File: src/rtl/pdma_pkg.sv
package pdma_pkg;

    typedef enum logic [1:0] {
        SEL_CUR_PTR = 2'd0,
        SEL_CUR_CNT = 2'd1,
        SEL_NXT_PTR = 2'd2,
        SEL_NXT_CNT = 2'd3
    } cfg_sel_e;

    typedef enum logic [1:0] {
        ST_IDLE,
        ST_REQ,
        ST_RD,
        ST_WR
    } seq_state_e;

    typedef struct packed {
        logic end_buf;
        logic buf_full;
    } chan_flags_t;

    function automatic bit size_ok(int unsigned b);
        return (b == 1) || (b == 2) || (b == 4);
    endfunction

    function automatic bit writes_count(cfg_sel_e s);
        return (s == SEL_CUR_CNT) || (s == SEL_NXT_CNT);
    endfunction

endpackage

File: src/rtl/pdma_desc_regs.sv
module pdma_desc_regs
    import pdma_pkg::*;
#(
    parameter int ADDR_W     = 32,
    parameter int CNT_W      = 16,
    parameter int XFER_BYTES = 4
) (
    input  logic              clk,
    input  logic              rst,
    input  logic              cfg_we,
    input  cfg_sel_e          cfg_sel,
    input  logic [ADDR_W-1:0] cfg_wdata,
    input  logic              xfer_done,
    output logic [ADDR_W-1:0] cur_ptr,
    output logic [CNT_W-1:0]  cur_cnt,
    output logic [CNT_W-1:0]  nxt_cnt,
    output logic              end_buf
);

    localparam logic [ADDR_W-1:0] STEP = ADDR_W'(XFER_BYTES);
    localparam logic [CNT_W-1:0]  ONE  = CNT_W'(1);

    logic [ADDR_W-1:0] nxt_ptr;
    logic [ADDR_W-1:0] c_ptr_d, n_ptr_d;
    logic [CNT_W-1:0]  c_cnt_d, n_cnt_d;
    logic              end_set, end_clr;

    always_comb begin
        c_ptr_d = cur_ptr;
        c_cnt_d = cur_cnt;
        n_ptr_d = nxt_ptr;
        n_cnt_d = nxt_cnt;
        end_set = 1'b0;
        end_clr = 1'b0;
        // one transfer retired
        if (xfer_done && (cur_cnt != '0)) begin
            c_ptr_d = cur_ptr + STEP;
            c_cnt_d = cur_cnt - ONE;
            end_set = (cur_cnt == ONE);
        end
        // software write overrides the addressed field
        if (cfg_we) begin
            end_clr = writes_count(cfg_sel);
            case (cfg_sel)
                SEL_CUR_PTR: c_ptr_d = cfg_wdata;
                SEL_CUR_CNT: c_cnt_d = cfg_wdata[CNT_W-1:0];
                SEL_NXT_PTR: n_ptr_d = cfg_wdata;
                default:     n_cnt_d = cfg_wdata[CNT_W-1:0];
            endcase
        end
        // seamless takeover of the queued descriptor
        if ((c_cnt_d == '0) && (n_cnt_d != '0)) begin
            c_ptr_d = n_ptr_d;
            c_cnt_d = n_cnt_d;
            n_cnt_d = '0;
        end
    end

    always_ff @(posedge clk) begin
        if (rst) begin
            cur_ptr <= '0;
            cur_cnt <= '0;
            nxt_ptr <= '0;
            nxt_cnt <= '0;
            end_buf <= 1'b0;
        end else begin
            cur_ptr <= c_ptr_d;
            cur_cnt <= c_cnt_d;
            nxt_ptr <= n_ptr_d;
            nxt_cnt <= n_cnt_d;
            end_buf <= end_clr ? 1'b0 : (end_buf | end_set);
        end
    end

endmodule

File: src/rtl/pdma_xfer_seq.sv
module pdma_xfer_seq
    import pdma_pkg::*;
#(
    parameter int                ADDR_W      = 32,
    parameter int                DATA_W      = 32,
    parameter bit                IS_RX       = 1'b1,
    parameter logic [ADDR_W-1:0] PERIPH_ADDR = '0
) (
    input  logic              clk,
    input  logic              rst,
    input  logic              periph_rdy,
    input  logic              cnt_nz,
    input  logic [ADDR_W-1:0] cur_ptr,
    input  logic              bus_gnt,
    input  logic              bus_ack,
    input  logic [DATA_W-1:0] bus_rdata,
    output logic              bus_req,
    output logic              bus_valid,
    output logic              bus_we,
    output logic [ADDR_W-1:0] bus_addr,
    output logic [DATA_W-1:0] bus_wdata,
    output logic              xfer_done
);

    seq_state_e        state_q, state_d;
    logic              pend_q, start;
    logic [DATA_W-1:0] data_q;
    logic [ADDR_W-1:0] rd_addr, wr_addr;

    generate
        if (IS_RX) begin : g_rx
            assign rd_addr = PERIPH_ADDR;
            assign wr_addr = cur_ptr;
        end else begin : g_tx
            assign rd_addr = cur_ptr;
            assign wr_addr = PERIPH_ADDR;
        end
    endgenerate

    assign start = (state_q == ST_IDLE) && pend_q && cnt_nz;

    always_comb begin
        state_d = state_q;
        case (state_q)
            ST_IDLE: if (start)   state_d = ST_REQ;
            ST_REQ:  if (bus_gnt) state_d = ST_RD;
            ST_RD:   if (bus_ack) state_d = ST_WR;
            default: if (bus_ack) state_d = ST_IDLE;
        endcase
    end

    always_ff @(posedge clk) begin
        if (rst) begin
            state_q <= ST_IDLE;
            pend_q  <= 1'b0;
            data_q  <= '0;
        end else begin
            state_q <= state_d;
            pend_q  <= cnt_nz & ((pend_q & ~start) | periph_rdy);
            if ((state_q == ST_RD) && bus_ack) data_q <= bus_rdata;
        end
    end

    assign bus_req   = (state_q != ST_IDLE);
    assign bus_valid = (state_q == ST_RD) || (state_q == ST_WR);
    assign bus_we    = (state_q == ST_WR);
    assign bus_addr  = bus_we ? wr_addr : rd_addr;
    assign bus_wdata = data_q;
    assign xfer_done = (state_q == ST_WR) && bus_ack;

endmodule

File: src/rtl/pdma_channel.sv
module pdma_channel
    import pdma_pkg::*;
#(
    parameter int                ADDR_W      = 32,
    parameter int                CNT_W       = 16,
    parameter int                DATA_W      = 32,
    parameter int                XFER_BYTES  = 4,
    parameter bit                IS_RX       = 1'b1,
    parameter logic [ADDR_W-1:0] PERIPH_ADDR = 32'hFFFF_F018
) (
    input  logic              clk,
    input  logic              rst,
    input  logic              cfg_we,
    input  logic [1:0]        cfg_sel,
    input  logic [ADDR_W-1:0] cfg_wdata,
    input  logic              periph_rdy,
    output logic              periph_eob,
    output logic              bus_req,
    input  logic              bus_gnt,
    output logic              bus_valid,
    output logic              bus_we,
    output logic [ADDR_W-1:0] bus_addr,
    output logic [DATA_W-1:0] bus_wdata,
    input  logic [DATA_W-1:0] bus_rdata,
    input  logic              bus_ack,
    output logic              end_buf,
    output logic              buf_full,
    output logic              irq
);

    generate
        if (!size_ok(XFER_BYTES)) begin : g_bad_size
            $error("XFER_BYTES must be 1, 2 or 4");
        end
    endgenerate

    logic [ADDR_W-1:0] cur_ptr;
    logic [CNT_W-1:0]  cur_cnt, nxt_cnt;
    logic              xfer_done, end_q;
    chan_flags_t       flags;

    pdma_desc_regs #(
        .ADDR_W(ADDR_W), .CNT_W(CNT_W), .XFER_BYTES(XFER_BYTES)
    ) u_regs (
        .clk(clk), .rst(rst),
        .cfg_we(cfg_we), .cfg_sel(cfg_sel_e'(cfg_sel)), .cfg_wdata(cfg_wdata),
        .xfer_done(xfer_done),
        .cur_ptr(cur_ptr), .cur_cnt(cur_cnt), .nxt_cnt(nxt_cnt),
        .end_buf(end_q)
    );

    pdma_xfer_seq #(
        .ADDR_W(ADDR_W), .DATA_W(DATA_W), .IS_RX(IS_RX), .PERIPH_ADDR(PERIPH_ADDR)
    ) u_seq (
        .clk(clk), .rst(rst),
        .periph_rdy(periph_rdy), .cnt_nz(cur_cnt != '0), .cur_ptr(cur_ptr),
        .bus_gnt(bus_gnt), .bus_ack(bus_ack), .bus_rdata(bus_rdata),
        .bus_req(bus_req), .bus_valid(bus_valid), .bus_we(bus_we),
        .bus_addr(bus_addr), .bus_wdata(bus_wdata), .xfer_done(xfer_done)
    );

    always_comb begin
        flags.end_buf  = end_q;
        flags.buf_full = (cur_cnt == '0) && (nxt_cnt == '0);
    end

    assign end_buf    = flags.end_buf;
    assign buf_full   = flags.buf_full;
    assign irq        = flags.end_buf | flags.buf_full;
    assign periph_eob = (cur_cnt == '0);

endmodule

File: config.mk
export PLATFORM = sky130hd
export DESIGN_NAME = pdma_channel
export DESIGN_NICKNAME = d
export VERILOG_FILES = /design/src/rtl/pdma_pkg.sv /design/src/rtl/pdma_desc_regs.sv /design/src/rtl/pdma_xfer_seq.sv /design/src/rtl/pdma_channel.sv
export SDC_FILE = /design/constraint.sdc
export NUM_CORES = 1
export LEC_CHECK = 0
export ABC_AREA = 1
export BUFFER_PORTS_ARGS = -buffer_cell sky130_fd_sc_hd__buf_2
export CAP_MARGIN = 25
export CORE_UTILIZATION = 25
export DETAILED_ROUTE_END_ITERATION = 7
export GPL_ROUTABILITY_DRIVEN = 0
export GPL_TIMING_DRIVEN = 0
export HOLD_SLACK_MARGIN = 0.15
export PLACE_DENSITY = 0.41
export RECOVER_POWER = 100
export SYNTH_ARGS = -nofsm -noshare
export SYNTH_HDL_FRONTEND = slang
export SYNTH_SLANG_ARGS = --single-unit
File: constraint.sdc
create_clock -name clk -period 6.5 [get_ports clk]
set_input_delay 0 -clock clk [delete_from_list [all_inputs] [get_ports clk]]
set_output_delay 0 -clock clk [all_outputs]
set_load 0.005 [all_outputs]
# --- Yosys cells after proc, flatten, opt, wreduce, memory -nomap -nowiden ---
# Index checks and enable logic that the tools add are counted.
# Widths: inputs -> output; s select.
totals:
  regBits: 132
op_classes:
  addsub: 2
  eq_ne: 10
  n_mux: 20
  bitwise_logic: 6
  reduce_logical: 22
ops:
  columns: ["op", "count"]
  rows:
  - ["$mux 32", 7]
  - ["$mux 16", 6]
  - ["$logic_not 16->1", 3]
  - ["$add 32x3->32 const B", 1]
  - ["$reduce_bool 16->1", 2]
  - ["$eq 16x1->1 const B", 1]
  - ["$sub 16x1->16 const B", 1]
  - ["$eq 2x2->1 const B", 4]
  - ["$mux 2", 4]
  - ["$logic_and 1x1->1", 7]
  - ["$pmux 2 s3", 1]
  - ["$eq 2x1->1 const B", 2]
  - ["$logic_not 2->1", 2]
  - ["$ne 2x2->1 const B", 2]
  - ["$reduce_and 4->1", 1]
  - ["$reduce_or 2->1", 2]
  - ["$or 1x1->1", 3]
  - ["$reduce_bool 3->1", 1]
  - ["$reduce_or 3->1", 1]
  - ["$and 1x1->1", 2]
  - ["$logic_or 1x1->1", 2]
  - ["$mux 1", 2]
  - ["$ne 2x1->1 const B", 1]
  - ["$reduce_bool 2->1", 1]
  - ["$not 1->1", 1]

# --- Depth between registers and ports, before layout ---
logic_depth:
  depth_word: 9
  mapped_depth: 21
  mapped_depth_nobuf: 19

# --- By module ---
# A second synthesis with hierarchy kept.
hier_totals:
  cells_unflattened: 1209
  area_unflattened_um2: 7511.0
by_module_without_submodules:
  columns: ["module", "n_inst", "cells_each", "area_each_um2"]
  rows:
  - ["pdma_desc_regs", 1, 952, 5785.5]
  - ["pdma_xfer_seq", 1, 223, 1585.3]
  - ["pdma_channel", 1, 34, 140.1]

# --- Worst setup path after synthesis ---
# No wires, ideal clock.
synth_path:
  kind: "flip-flop to flip-flop"
  start: "register u_regs.cur_cnt[0]"
  end: "register u_regs.cur_cnt[7]"
  setup_ns: 0.114
  arrival_time_ns: 2.201
  required_ns: 6.386
  setup_slack_ns: 4.185
  path_stages_with_launch: 20
  n_path_buf: 2
  synth_period_minus_slack_ns: 2.315
  cell_sequence: "dfxtp_1 -> inv_1 -> ha_1 -> nand2_2 -> nor2_4 -> nand2_2 -> nand2_4 -> inv_2 -> buf_6 -> nand2_2 -> nand3_2 -> nand2_1 -> nand3_2 -> nor3_4 -> nand2_4 -> inv_2 -> buf_4 -> nand2_1 -> nand2_1 -> nor2_1"
synth_via:
  elab_chain_cells: 8
synth_lines:
  columns: ["item", "line_no", "text"]
  rows:
  - ["start: declaration", "pdma_desc_regs.sv:15", "output logic [CNT_W-1:0] cur_cnt,"]
  - ["start signal: assignment", "pdma_desc_regs.sv:68", "cur_cnt <= c_cnt_d;"]
  - ["parallel branches: the longest is 2 deep, another holds $sub 16x1->16", null, null]
  - ["$mux 16 (*)", "pdma_desc_regs.sv:36", "if (xfer_done && (cur_cnt != '0)) begin"]
  - ["$mux 16", "pdma_desc_regs.sv:44", "case (cfg_sel)"]
  - ["$mux 16 (*)", "pdma_desc_regs.sv:42", "if (cfg_we) begin"]
  - ["$logic_not 16->1", "pdma_desc_regs.sv:52", "if ((c_cnt_d == '0) && (n_cnt_d != '0)) begin"]
  - ["$logic_and 1x1->1", "pdma_desc_regs.sv:52", null]
  - ["$mux 16 (*)", "pdma_desc_regs.sv:52", null]
# Every way passes the cells marked *.
# A chain may end at the register's enable or synchronous reset.

# --- Worst setup path after layout ---
layout_path:
  start: "register u_seq.state_q[1]"
  end: "register u_regs.cur_cnt[11]"
layout_via:
  elab_chain_cells: 9
layout_lines:
  columns: ["item", "line_no", "text"]
  rows:
  - ["start: declaration", "pdma_xfer_seq.sv:25", "seq_state_e state_q, state_d;"]
  - ["start signal: assignment", "pdma_xfer_seq.sv:58", "state_q <= state_d;"]
  - ["$eq 2x2->1 (*)", "pdma_xfer_seq.sv:69", "assign xfer_done = (state_q == ST_WR) && bus_ack;"]
  - ["$logic_and 1x1->1 (*)", "pdma_xfer_seq.sv:69", null]
  - ["$logic_and 1x1->1 (*)", "pdma_desc_regs.sv:36", null]
  - ["$mux 16 (*)", "pdma_desc_regs.sv:36", null]
  - ["$mux 16", "pdma_desc_regs.sv:44", null]
  - ["$mux 16 (*)", "pdma_desc_regs.sv:42", null]
  - ["$logic_not 16->1", "pdma_desc_regs.sv:52", null]
  - ["$logic_and 1x1->1", "pdma_desc_regs.sv:52", null]
  - ["$mux 16 (*)", "pdma_desc_regs.sv:52", null]
# Every way passes the cells marked *; elsewhere a longest branch is shown, timed or not.

==> impl_summary.txt <==
----------------------------------------------------
[Die]
  Number of primary I/O pins ... 143
  Full die area ... 29,900 um^2
  Core Region ... 28,700 um^2
  Chip Height ... 173 um
  Std-Cell Rows ... 62
  Starting utilization of the core area ... 0.255
  Die width ... 173 um

[Synthesis]
  Number of flops mapped to enable cells by yosys ... 0
  Sequential area share after synthesis ... 0.362
  Cell types with the highest counts after synthesis ... nand2_1, nor2_1, dfxtp_1, inv_1, o21ai_0
  Yosys Warn Count ... 0
  Leading register cell type out of synthesis ... dfxtp_1
  Post-synthesis cell count ... 1,172
  Average cell area after synthesis ... 6.24 um^2
  Cell types with the largest area share after synthesis ... dfxtp_1, nand2_1, nor2_1
  Top-count cell post-synth ... nand2_1
  Cell accounting for the most synthesized area ... dfxtp_1
  Proportion of synthesized flip-flops having asynchronous set or reset ... 0
  Share of the synthesized area in the top cell type ... 0.362
  FF+latch count, synth ... 132
  Synthesized Nets ... 1,251
  Number of unique standard cell types used by synthesis ... 39
  Post-synthesis cell area ... 7310 um^2

[Worst setup path]
  RR Endpoint ... u_regs.cur_cnt[11]$_SDFF_PP0_
  Path depth of the worst reg2reg path ... 18
  Worst path required time ... 6.84 ns
  CP startpoint kind ... register
  Stage delay of the slowest cell on the critical path ... 0.51 ns
  Highest fanout seen on the critical path ... 10
  Slowest-stage cell, CP ... clkbuf_1
  Reg2reg setup slack ... 2.52 ns
  Cell Chain, Critical Path ... ha_1 > clkbuf_1 > nand2_1 > inv_1 > nand2_1 > clkbuf_1 > nand2_1 > nand3_1 > nand2_1 > nand2_1 > nor2_1 > nand2_1 > nor2_1 > nand2_1 > inv_1 > clkbuf_1 > nand2_1 > a21oi_1
  CP dominant cell by count ... nand2_1
  Critical Path Sink Type ... register
  Reg2reg start ... u_seq.state_q[1]$_SDFFE_PP0P_
  Critical path class ... register to register
  Arrival time reported for the critical path endpoint ... 4.33 ns

[Layout]
  Fill count ... 3,266
  Synthesis-to-finish area growth ... 33.4%
  Final Instance Area ... 9750 um^2
  Area used by multi-input combinational logic ... 3980 um^2
  Sequential cell area ... 2640 um^2
  Final antenna diode count ... 0
  Non-filler cells in the finished layout ... 1,810
  Post-layout nets ... 1,493
  Share of post-route cells with drive strength above 1 ... 0.119

[Power]
  Final Total Pwr ... 2.74 mW
  Peak supply drop ... 0.191 mV
  Leak ... 4.26 nW
  Power Dens Cells ... 282 nW/um^2

[STA]
  Finish-stage setup viols ... 0
  Number of max-slew violations in the final report ... 0
  Unrepaired setup endpoints after global routing ... no
  Max-slew headroom ... 0.517
  Post-route clock period utilization ... 0.613
  Slew @ Worst Pin ... 0.724 ns
  Final hold violations ... 0
  Minimum clock period after layout ... 3.98 ns
  Summed negative setup slack over all endpoints ... 0 ns
  Fmax ... 0.251 GHz
  PnR worst setup slack ... 2.52 ns
  Final Skew ... 0.0158 ns

[GRT]
  Antenna violations before repair ... 0
  Remaining global-route overflow ... 0
  Vias in the first global route ... 7,824
  First-pass GRT wire length ... 44.7 mm
  Pin count of the biggest net entering global routing ... 17
  GRT Util Overall ... 0.194

[Flow run]
  Maximum Capacitance Violations ... 0

[Routing]
  Count of TritonRoute iterations in the first routing pass ... 5
  Vias per cell ... 4.44
  Routed Wire Length ... 28.8 mm
  Via Count ... 8,039
  Antenna Violating Nets Remaining ... 0
  Remaining design rule violation count ... 0
  Starting DRC count in detailed routing ... 556
  DR WL/cell ... 15.9 um

[Clock network]
  Number of buffers inserted by hold repair at cts ... 82
  CTS resizes ... 0
  Worst-Skew Late Latency ... 0.44 ns
  Number of H-tree levels ... 4
  Clock transition at path regs ... 0.06 ns
  CTS tree ... built
  Master cell of the clock root buffer ... clkbuf_16
  Clock net sink count ... 132
  Number of setup buffers added after CTS ... 0
  Maximum buffer depth of the clock tree ... 2
  Number of clock buffers inserted by TritonCTS ... 17

[Placement]
  Placed instance area ... 8490 um^2
  Placed cell count ... 1,697
  HPWL reported at the end of detailed placement ... 22.2 mm
  Pre-CTS setup slack ... 3.41 ns
  Number of I/O port buffers ... 141

[Min path]
  Tightest Hold Check Type ... input pin to register
  Hold wc startpoint ... cfg_wdata[3]
  Hold Path Cell Cnt ... 5
  Hold Crit Endpoint ... u_regs.cur_cnt[3]$_SDFF_PP0_

[Run status]
  Status ... finished clean

----------------------------------------------------
-- per-stage QoR --
stage	util	hold WS [ns]
floorplan	-	0.165
global placement	0.296	0.251
detailed placement	0.296	0.258
CTS	0.344	0.152
global route	0.340	0.194
finish	0.340	0.158
-- logic make-up after synthesis --
kind of cell | synth area share
DFF | 0.362
AOI/OAI and AO/OA | 0.117
buffers and inverters | 0.0895
xor gates and xnor gates | 0.0204
and+or+nand+nor | 0.399
adders and majority gates | 0.0120
-- final cells by class --
type | instances | share of cell area
tap | 384 | 0.0493
timing repair buffer | 223 | 0.151
clock inverter | 12 | 0.0112
clock buffer | 19 | 0.0454
buffer | 53 | 0.0231
inverter | 105 | 0.0404
sequential | 132 | 0.271
multi-input combinational | 882 | 0.408
-- routing by layer --
layer  vias up  part of all wire  GRT usage  wire [um]
li1       4201                 -          -          -
met1      3594              0.49      0.270      14200
met2       218              0.43      0.298      12400
met3        26             0.058     0.0372       1670
met4         0             0.019     0.0653        541
met5         -                 0          0          0
-- cells in the final DEF (no fill, tap or decap), types with 2 or more instances in the layout --
cell / count
o21a_1: 2
and3_1: 2
nor4_1: 6
nand3b_1: 8
or2_2: 18
dfxtp_1: 132
nor2_2: 3
clkinv_1: 2
xnor2_1: 4
inv_2: 2
ha_1: 7
clkbuf_1: 87
inv_1: 101
clkinv_2: 3
dlygate4sd3_1: 82
nand3_2: 3
clkinvlp_4: 5
xor2_1: 13
nand3_1: 53
a21oi_1: 63
clkinv_4: 2
clkbuf_16: 17
nor3_1: 32
o21ai_0: 83
buf_6: 2
nand2_1: 289
o21ai_1: 9
buf_2: 104
nand4_1: 11
nor2_1: 262
a31oi_1: 3
-- flip-flops by register name (all words and copies together), names as in the netlist --
register,count
u_regs.cur_cnt,16
u_regs.cur_ptr,32
u_regs.end_buf,1
u_regs.nxt_cnt,16
u_regs.nxt_ptr,32
u_seq.bus_wdata,32
u_seq.pend_q,1
u_seq.state_q,2
-- worst max-delay path by stage --
stage                             startpoint                       endpoint  slack, ns  cells past startpoint
2_1_floorplan   u_regs.cur_cnt[0]$_SDFF_PP0_   u_regs.cur_cnt[7]$_SDFF_PP0_       4.19                     19
3_3_place_gp    u_regs.cur_cnt[0]$_SDFF_PP0_   u_regs.cur_ptr[5]$_SDFF_PP0_       3.34                     17
3_5_place_dp    u_regs.cur_cnt[0]$_SDFF_PP0_   u_regs.nxt_cnt[6]$_SDFF_PP0_       3.41                     17
4_1_cts         u_regs.cur_cnt[0]$_SDFF_PP0_  u_regs.nxt_cnt[14]$_SDFF_PP0_       3.39                     17
5_1_grt        u_seq.state_q[1]$_SDFFE_PP0P_  u_regs.cur_cnt[11]$_SDFF_PP0_       2.02                     18
6_report       u_seq.state_q[1]$_SDFFE_PP0P_  u_regs.cur_cnt[11]$_SDFF_PP0_       2.52                     18
-- worst max-delay path: cells and delay by family, from the launching register on --
family	cells	cell delay [ns]
buf+inv	5	1.73
simple gates	11	1.41
flops	1	0.38
fa+ha+maj	1	0.18
compound gates	1	0.18
-- where the power goes --
part           internal, mW  switching, mW
logic                 0.316          0.517
clock network         0.533          0.386
registers             0.910         0.0815
total                  1.76          0.985
Power figures use the tool's default switching activity.
